[config.mk]
export PLATFORM = sky130hd
export DESIGN_NAME = cardsel_ctrl_regs
export DESIGN_NICKNAME = d
export VERILOG_FILES = /design/src/rtl/cardsel_pkg.sv /design/src/rtl/cs_select_reg.sv /design/src/rtl/cs_sync_bank.sv /design/src/rtl/cs_sysctrl_reg.sv /design/src/rtl/cs_read_mux.sv /design/src/rtl/cardsel_ctrl_regs.sv
export SDC_FILE = /design/constraint.sdc
export NUM_CORES = 1
export LEC_CHECK = 0
export BUFFER_PORTS_ARGS = -buffer_cell sky130_fd_sc_hd__buf_2
export CORE_ASPECT_RATIO = 0.75
export CORE_MARGIN = 4
export CORE_UTILIZATION = 39
export CTS_BUF_LIST = sky130_fd_sc_hd__clkbuf_16
export DETAILED_ROUTE_END_ITERATION = 10
export GPL_TIMING_DRIVEN = 0
export PLACE_DENSITY = 0.78
export SETUP_SLACK_MARGIN = 0.4
export SYNTH_ARGS = -nofsm -noshare
export SYNTH_HDL_FRONTEND = slang
export SYNTH_SLANG_ARGS = --single-unit
[constraint.sdc]
create_clock -name clk -period 1.4 [get_ports clk]
set_clock_uncertainty 0.05 [all_clocks]
set_input_delay 0 -clock clk [delete_from_list [all_inputs] [get_ports clk]]
set_output_delay 0 -clock clk [all_outputs]
set_load 0.01 [all_outputs]
[src/rtl/cardsel_pkg.sv]
package cardsel_pkg;
  localparam int unsigned ADDR_W = 4;
  localparam int unsigned DATA_W = 16;
  localparam int unsigned SEL_W  = 4;

  localparam logic [ADDR_W-1:0] OFS_CARDSEL = 4'h9;
  localparam logic [ADDR_W-1:0] OFS_CTLBUS  = 4'hA;
  localparam logic [ADDR_W-1:0] OFS_SYSCTL  = 4'hC;

  localparam logic [SEL_W-1:0] SEL_BANK_HI = 4'd12;
  localparam logic [SEL_W-1:0] SEL_BANK_LO = 4'd14;

  localparam int unsigned BIT_AUTOSTART = 0;
  localparam int unsigned BIT_REQB_OUT  = 5;
  localparam int unsigned BIT_REQA_OUT  = 6;
  localparam int unsigned BIT_REQA_IN   = 7;
  localparam int unsigned BIT_REQB_IN   = 15;
endpackage

[src/rtl/cs_select_reg.sv]
module cs_select_reg #(
  parameter int unsigned SEL_W  = 4,
  parameter int unsigned DATA_W = 16
) (
  input  logic              clk,
  input  logic              rst,
  input  logic              wr_en,
  input  logic [DATA_W-1:0] wdata,
  output logic [SEL_W-1:0]  sel
);
  // only the low nibble is retained
  always_ff @(posedge clk) begin
    if (rst)        sel <= '0;
    else if (wr_en) sel <= wdata[SEL_W-1:0];
  end
endmodule

[src/rtl/cs_sync_bank.sv]
module cs_sync_bank #(
  parameter int unsigned N      = 2,
  parameter int unsigned STAGES = 2
) (
  input  logic         clk,
  input  logic         rst,
  input  logic [N-1:0] din,
  output logic [N-1:0] dout
);
  for (genvar i = 0; i < N; i++) begin : g_line
    logic [STAGES-1:0] chain;
    always_ff @(posedge clk) begin
      if (rst) chain <= '0;
      else     chain <= {chain[STAGES-2:0], din[i]};
    end
    assign dout[i] = chain[STAGES-1];
  end
endmodule

[src/rtl/cs_sysctrl_reg.sv]
module cs_sysctrl_reg #(
  parameter int unsigned DATA_W  = 16,
  parameter int unsigned A_BIT   = 6,
  parameter int unsigned B_BIT   = 5
) (
  input  logic              clk,
  input  logic              rst,
  input  logic              wr_en,
  input  logic [DATA_W-1:0] wdata,
  output logic              req_a,
  output logic              req_b
);
  // masked write, only the two request-out bits are stored
  always_ff @(posedge clk) begin
    if (rst) begin
      req_a <= 1'b0;
      req_b <= 1'b0;
    end else if (wr_en) begin
      req_a <= wdata[A_BIT];
      req_b <= wdata[B_BIT];
    end
  end
endmodule

[src/rtl/cs_read_mux.sv]
module cs_read_mux
  import cardsel_pkg::*;
(
  input  logic [ADDR_W-1:0] addr,
  input  logic [SEL_W-1:0]  sel,
  input  logic [DATA_W-1:0] bank_lo,
  input  logic [DATA_W-1:0] bank_hi,
  input  logic              autostart,
  input  logic              req_a_out,
  input  logic              req_b_out,
  input  logic              req_a_sync,
  input  logic              req_b_sync,
  output logic [DATA_W-1:0] rword
);
  logic [DATA_W-1:0] ctl_word;
  logic [DATA_W-1:0] sys_word;

  always_comb begin
    unique case (sel)
      SEL_BANK_HI: ctl_word = bank_hi;
      SEL_BANK_LO: ctl_word = bank_lo;
      default:     ctl_word = '0;
    endcase
  end

  always_comb begin
    sys_word                = '0;
    sys_word[BIT_AUTOSTART] = autostart;
    sys_word[BIT_REQB_OUT]  = req_b_out;
    sys_word[BIT_REQA_OUT]  = req_a_out;
    sys_word[BIT_REQA_IN]   = req_a_sync;
    sys_word[BIT_REQB_IN]   = req_b_sync;
  end

  always_comb begin
    if (addr == OFS_CTLBUS)      rword = ctl_word;
    else if (addr == OFS_SYSCTL) rword = sys_word;
    else                         rword = '0;
  end
endmodule

[src/rtl/cardsel_ctrl_regs.sv]
module cardsel_ctrl_regs
  import cardsel_pkg::*;
(
  input  logic              clk,
  input  logic              rst,
  input  logic              bus_en,
  input  logic              bus_we,
  input  logic [ADDR_W-1:0] bus_addr,
  input  logic [DATA_W-1:0] bus_wdata,
  output logic [DATA_W-1:0] bus_rdata,
  input  logic [DATA_W-1:0] sw_bank_lo,
  input  logic [DATA_W-1:0] sw_bank_hi,
  input  logic              autostart_sw,
  input  logic              req_a_in,
  input  logic              req_b_in,
  output logic              req_a_out,
  output logic              req_b_out
);
  logic              wr_cardsel;
  logic              wr_sysctl;
  logic              rd_strobe;
  logic [SEL_W-1:0]  card_sel;
  logic [1:0]        req_sync;
  logic [DATA_W-1:0] rd_word;

  assign wr_cardsel = bus_en && bus_we && (bus_addr == OFS_CARDSEL);
  assign wr_sysctl  = bus_en && bus_we && (bus_addr == OFS_SYSCTL);
  assign rd_strobe  = bus_en && !bus_we;

  cs_select_reg #(.SEL_W(SEL_W), .DATA_W(DATA_W)) u_sel (
    .clk(clk), .rst(rst), .wr_en(wr_cardsel), .wdata(bus_wdata), .sel(card_sel)
  );

  cs_sync_bank #(.N(2), .STAGES(2)) u_sync (
    .clk(clk), .rst(rst), .din({req_b_in, req_a_in}), .dout(req_sync)
  );

  cs_sysctrl_reg #(.DATA_W(DATA_W), .A_BIT(BIT_REQA_OUT), .B_BIT(BIT_REQB_OUT)) u_sys (
    .clk(clk), .rst(rst), .wr_en(wr_sysctl), .wdata(bus_wdata),
    .req_a(req_a_out), .req_b(req_b_out)
  );

  cs_read_mux u_mux (
    .addr(bus_addr), .sel(card_sel), .bank_lo(sw_bank_lo), .bank_hi(sw_bank_hi),
    .autostart(autostart_sw), .req_a_out(req_a_out), .req_b_out(req_b_out),
    .req_a_sync(req_sync[0]), .req_b_sync(req_sync[1]), .rword(rd_word)
  );

  // registered read data, zero when no read
  always_ff @(posedge clk) begin
    if (rst)            bus_rdata <= '0;
    else if (rd_strobe) bus_rdata <= rd_word;
    else                bus_rdata <= '0;
  end
endmodule

== Yosys cells after proc, flatten, opt, wreduce, memory -nomap -nowiden ==
Cells that the tools add are included.
W data, S select, Z words.

* Muxes and demuxes: 3
* Reduce and logical (&&, ||, !) cells: 6
* Equality and inequality tests: 5
* Bitwise logic cells: 1

{| class="wikitable"
|+ Operators with widths
! operator !! number
|-
| $mux W16 || 2
|-
| $pmux W16 S2 || 1
|-
| $eq A4 B4 Y1 const B || 5
|-
| $logic_and A1 B1 Y1 || 4
|-
| $reduce_or A2 Y1 || 1
|-
| $logic_not A1 Y1 || 1
|-
| $not A1 Y1 || 1
|}

* Bits in registers: 26
* Output and inout port bits: 18
* Input bits: 59

== Longest topological paths before layout ==
* Depth after elaboration: 4
* Gate-level depth with buffers: 5

== By module ==
Synthesis repeated with hierarchy kept, for this count alone.

* Cells, all modules: 111
* Area total of the unflattened synthesis: 1,242.4 um^2

{| class="wikitable"
|+ Modules (own cells, without submodules)
! module !! area an instance (um^2) !! instances !! cells each
|-
| cardsel_ctrl_regs || 489.2 || 1 || 37
|-
| cs_read_mux || 425.4 || 1 || 45
|-
| cs_select_reg || 140.1 || 1 || 13
|-
| cs_sync_bank || 120.1 || 1 || 10
|-
| cs_sysctrl_reg || 67.6 || 1 || 6
|}

== Least setup slack after synthesis ==
No wires, ideal clock.

* Path kind: reg2reg
* Start point: register u_sel.sel[0]
* End point: register bus_rdata[10]
* Arrival: 953 ps
* Cell stages (with the launch flop): 6
* Slack: 280 ps
* Path buffers: 2
* Clock period less this slack: 1,120 ps
* Data required time: 1,233 ps
* Path through: dfxtp_1 -> and4b_1 -> buf_6 -> buf_6 -> a22oi_1 -> nor2_1

* Word-level cells in the longest chain between the ends: 3
* Elaborated cells on any way between the ends: 4
* Classes of those cells: eq/ne (2); mux (2)

{| class="wikitable"
|+ RTL lines
! item !! line !! source
|-
| start, declared || cs_select_reg.sv:9 || <nowiki>output logic [SEL_W-1:0] sel</nowiki>
|-
| start signal, assigned || cs_select_reg.sv:14 || <nowiki>else if (wr_en) sel <= wdata[SEL_W-1:0];</nowiki>
|-
| $eq A4 B4 Y1 || cs_read_mux.sv:19 || <nowiki>unique case (sel)</nowiki>
|-
| $pmux W16 S2 * || cs_read_mux.sv:19 ||
|-
| $mux W16 * || cs_read_mux.sv:36 || <nowiki>if (addr == OFS_CTLBUS) rword = ctl_word;</nowiki>
|-
| end signal, assigned || cardsel_ctrl_regs.sv:52 || <nowiki>else if (rd_strobe) bus_rdata <= rd_word;</nowiki>
|-
| end, declared || cardsel_ctrl_regs.sv:10 || <nowiki>output logic [DATA_W-1:0] bus_rdata,</nowiki>
|}

Mark *: on every way between the ends. The rest lies on a longest branch, timed or not.
A chain may end at the register's enable or synchronous reset.

== Final worst setup path ==
* Start point: register u_sel.sel[1]
* End point: register bus_rdata[9]

Same word-level chain as after synthesis.

==> qor.yml <==
outcome:
  run_status: "completed"
timing:
  max-slew-margin-rel_pct: 71.3
  hold_slack_ns: 0.0199
  fmax_ghz: 0.790
  setup_viol: 0
  slew_violations: 0
  grt_setup_unrepaired: "yes"
  tightestPinTransition_ns: 0.431
  period_needed_ns: 1.27
  setup-tns-final_ns: 0
  min_period_over_period_pct: 90.4
  final_hold_viol_count: 0
setup_path:
  crit_type: "register to register"
  start_kind: "register"
  r2r_setup_slack_ns: 0.13
  crit_path_end_kind: "register"
  r2r_end: "bus_rdata[9]$_SDFF_PP0_"
  r2r.worst_path.cells: 5
  crit_start: "u_sel.sel[1]$_SDFFE_PP0P_"
  critPathArrivalTime_ns: 1.35
  r2r-start: "u_sel.sel[1]$_SDFFE_PP0P_"
  crit_fanout: 10
  worstPathRequired_ns: 1.49
clocking:
  h-tree-depth: 1
  cts_root_buf: "clkbuf_16"
  path_clk_slew_ns: 0.06
  cts_tree: "built"
  clkLatencyLatePin_ns: 0.25
  clockBufferDepth: 2
  numCtsBuffers: 3
  cts.sinks: 26
power:
  peakVddDrop_uv: 614
  switching_share_pct: 20.2
  p_sw_uw: 316
  p_clk_share_pct: 39.2
  pwr-share-seq_pct: 48.0
  p_int_mw: 1.25
  p_per_area_mw_per_mm2: 824
  combPwrFrac_pct: 12.8
  leakagePower_nw: 0.796
layout:
  n_antenna_cell: 0
  multi_input_area_sq_um: 534
  nFillCells: 165
  final_common_cell: "buf_2"
  register_area_sq_um: 522
  drive_above_1_share_pct: 45.2
  syn_to_final_growth_pct: 79.7
  layout_common_cells: "67 x buf_2, 30 x dlygate4sd3_1, 25 x dfxtp_1, 12 x a22oi_2"
  layout.nets: 269
global_route:
  antenna_found_initial: 0
  grt_max_degree: 14
  grt_pass1_wl_microns: 5710
  gr-total-overflow: 0
  grtUsageTotal_pct: 21.7
  grt_pass1_vias: 1257
synth:
  ys_seq_area_share_pct: 49.3
  synth-simple-area-share_pct: 21.0
  ys_warn_count: 0
  synth-compound-area-share_pct: 23.5
  synthMuxAreaShare_pct: 0
  avgSynthCellArea_sq_um: 9.77
  syn-cell-area_sq_mm: 0.00105
  syn_nets: 167
  synth_top_family_by_area: "compound AO/OA/AOI/OAI gates"
  synth_xor_area_share_pct: 0
  synth_seq_cells: 26
  synth.distinct_cells: 23
  synthCells: 108
  synthAdderAreaFrac_pct: 0
floorplanning:
  fp-row-count: 16
  ios: 77
  design.die.area_sq_mm: 0.00361
  fp.dieH_microns: 53.0
  fp.dieW_microns: 68.1
  fp.coreArea_sq_mm: 0.00260
  initial_core_util_pct: 40.5
detailed_routing:
  drtPass1Iterations: 6
  drc: 0
  routed_wl_microns: 3830
  via_count: 1271
  first_iter_violations: 79
  drt-wirelength-per-cell_microns: 15.7
  ant_nets: 0
  via_per_inst: 5.21
flow_run:
  maxCapViolCount: 0
placement:
  gp_congestion: 0.674
  dp_hpwl_microns: 2300
  port_buffers: 66
worst_hold_path:
  hold_path_depth: 4
  worstHoldEndpoint: "bus_rdata[1]$_SDFF_PP0_"
  min_from: "rst"
  hp-class: "input pin to register"
## critical path, stage by stage (launching register included)
cell      delay (ns)
dfxtp_1         0.34
and4bb_1        0.22
buf_6           0.14
buf_8           0.15
a22oi_2         0.17
nor2_1          0.08
## sequential cells by signal (all words and copies together) (netlist names)
name / count
u_sys.req_b: 1
u_sync.g_line.chain: 4
u_sys.req_a: 1
bus_rdata: 16
u_sel.sel: 4
## stage by stage
| step | cell area, sq um | utilization (%) | std cells | power [mW] | worst slack (ns) |
|---|---|---|---|---|---|
| after floorplan | 1120 | - | 108 | 0.804 | 0.305 |
| after CTS | 1900 | 72.8 | 244 | 1.56 | 0.232 |
| after detailed placement | 1490 | 57.4 | 210 | 0.891 | 0.238 |
| final | 1900 | 72.8 | 244 | 1.56 | 0.135 |
| after global placement | 1490 | 57.4 | 210 | 0.886 | 0.253 |
| after global routing | 1900 | 72.8 | 244 | 1.61 | 0.126 |
## area by class of cell
type                    instances  share of cell area (%)
repair buffers                 97                    33.7
flip-flops and latches         26                    27.5
multi-input cells              74                    28.2
well taps                      36                    2.38
plain buffers                   8                    4.29
clock buffers                   3                    3.96
## cell usage after synthesis
| library cell | instances | area share [%] |
|---|---|---|
| dfxtp_1 | 26 | 49 |
| a22oi_1 | 16 | 11 |
| a21oi_1 | 11 | 5.2 |
| nor2_1 | 11 | 3.9 |
| nor2b_1 | 7 | 4.2 |
| a211oi_1 | 5 | 3.6 |
| buf_6 | 4 | 4.3 |
| nand3_1 | 4 | 1.9 |
| o21ai_0 | 4 | 1.9 |
| and4bb_2 | 2 | 2.4 |
| clkbuf_1 | 2 | 0.71 |
| nand2_1 | 2 | 0.71 |
| nand2b_1 | 2 | 1.2 |
| nand4_1 | 2 | 1.2 |
| o31ai_1 | 2 | 1.4 |
| and2_1 | 1 | 0.59 |
| and4b_1 | 1 | 0.95 |
| and4bb_1 | 1 | 1.2 |
| buf_2 | 1 | 0.47 |
| buf_4 | 1 | 0.71 |
| nand2_2 | 1 | 0.59 |
| nand4bb_1 | 1 | 1.1 |
| nor3b_2 | 1 | 1.2 |
## what timing repair did
action | in CTS | in global routing
buffers inserted | 1 | 0
endpoints found under the hold margin | 19 | 0
pin swaps | 3 | 4
setup endpoints to repair | 16 | 16
hold buffers | 30 | 0
resized for setup | 4 | 0
## how the worst max path moves through the flow
stage                                     to  slack (ns)  cells after the start
global route         bus_rdata[2]$_SDFF_PP0_        0.13                      5
global placement    bus_rdata[10]$_SDFF_PP0_        0.25                      5
detailed placement   bus_rdata[2]$_SDFF_PP0_        0.24                      5
CTS                  bus_rdata[2]$_SDFF_PP0_        0.23                      5
floorplan           bus_rdata[10]$_SDFF_PP0_        0.31                      5
finish               bus_rdata[9]$_SDFF_PP0_        0.13                      5
## per-layer routing
metal | share of wire (%) | global-route usage [%]
met5 | 0 | 0
met4 | 6.9 | 16.5
met3 | 6.7 | 5.94
met2 | 51 | 38.1
met1 | 36 | 21.8
## kinds of logic after synthesis
| kind of cell | count (synthesis) |
|---|---|
| AND/OR/NAND/NOR | 36 |
| flip-flops | 26 |
| buffers and inverters | 8 |
| AO/OA/AOI/OAI | 38 |
## power by group through the flow
stage                     sequential [mW]  combinational [mW]  clock (mW)
after floorplan                     0.766              0.0381           0
after global placement              0.766               0.121           0
after detailed placement            0.766               0.125           0
final                               0.750               0.200       0.613
after global routing                0.750               0.216       0.646
after CTS                           0.750               0.192       0.615
No activity file was read; power rests on OpenSTA's default activity.
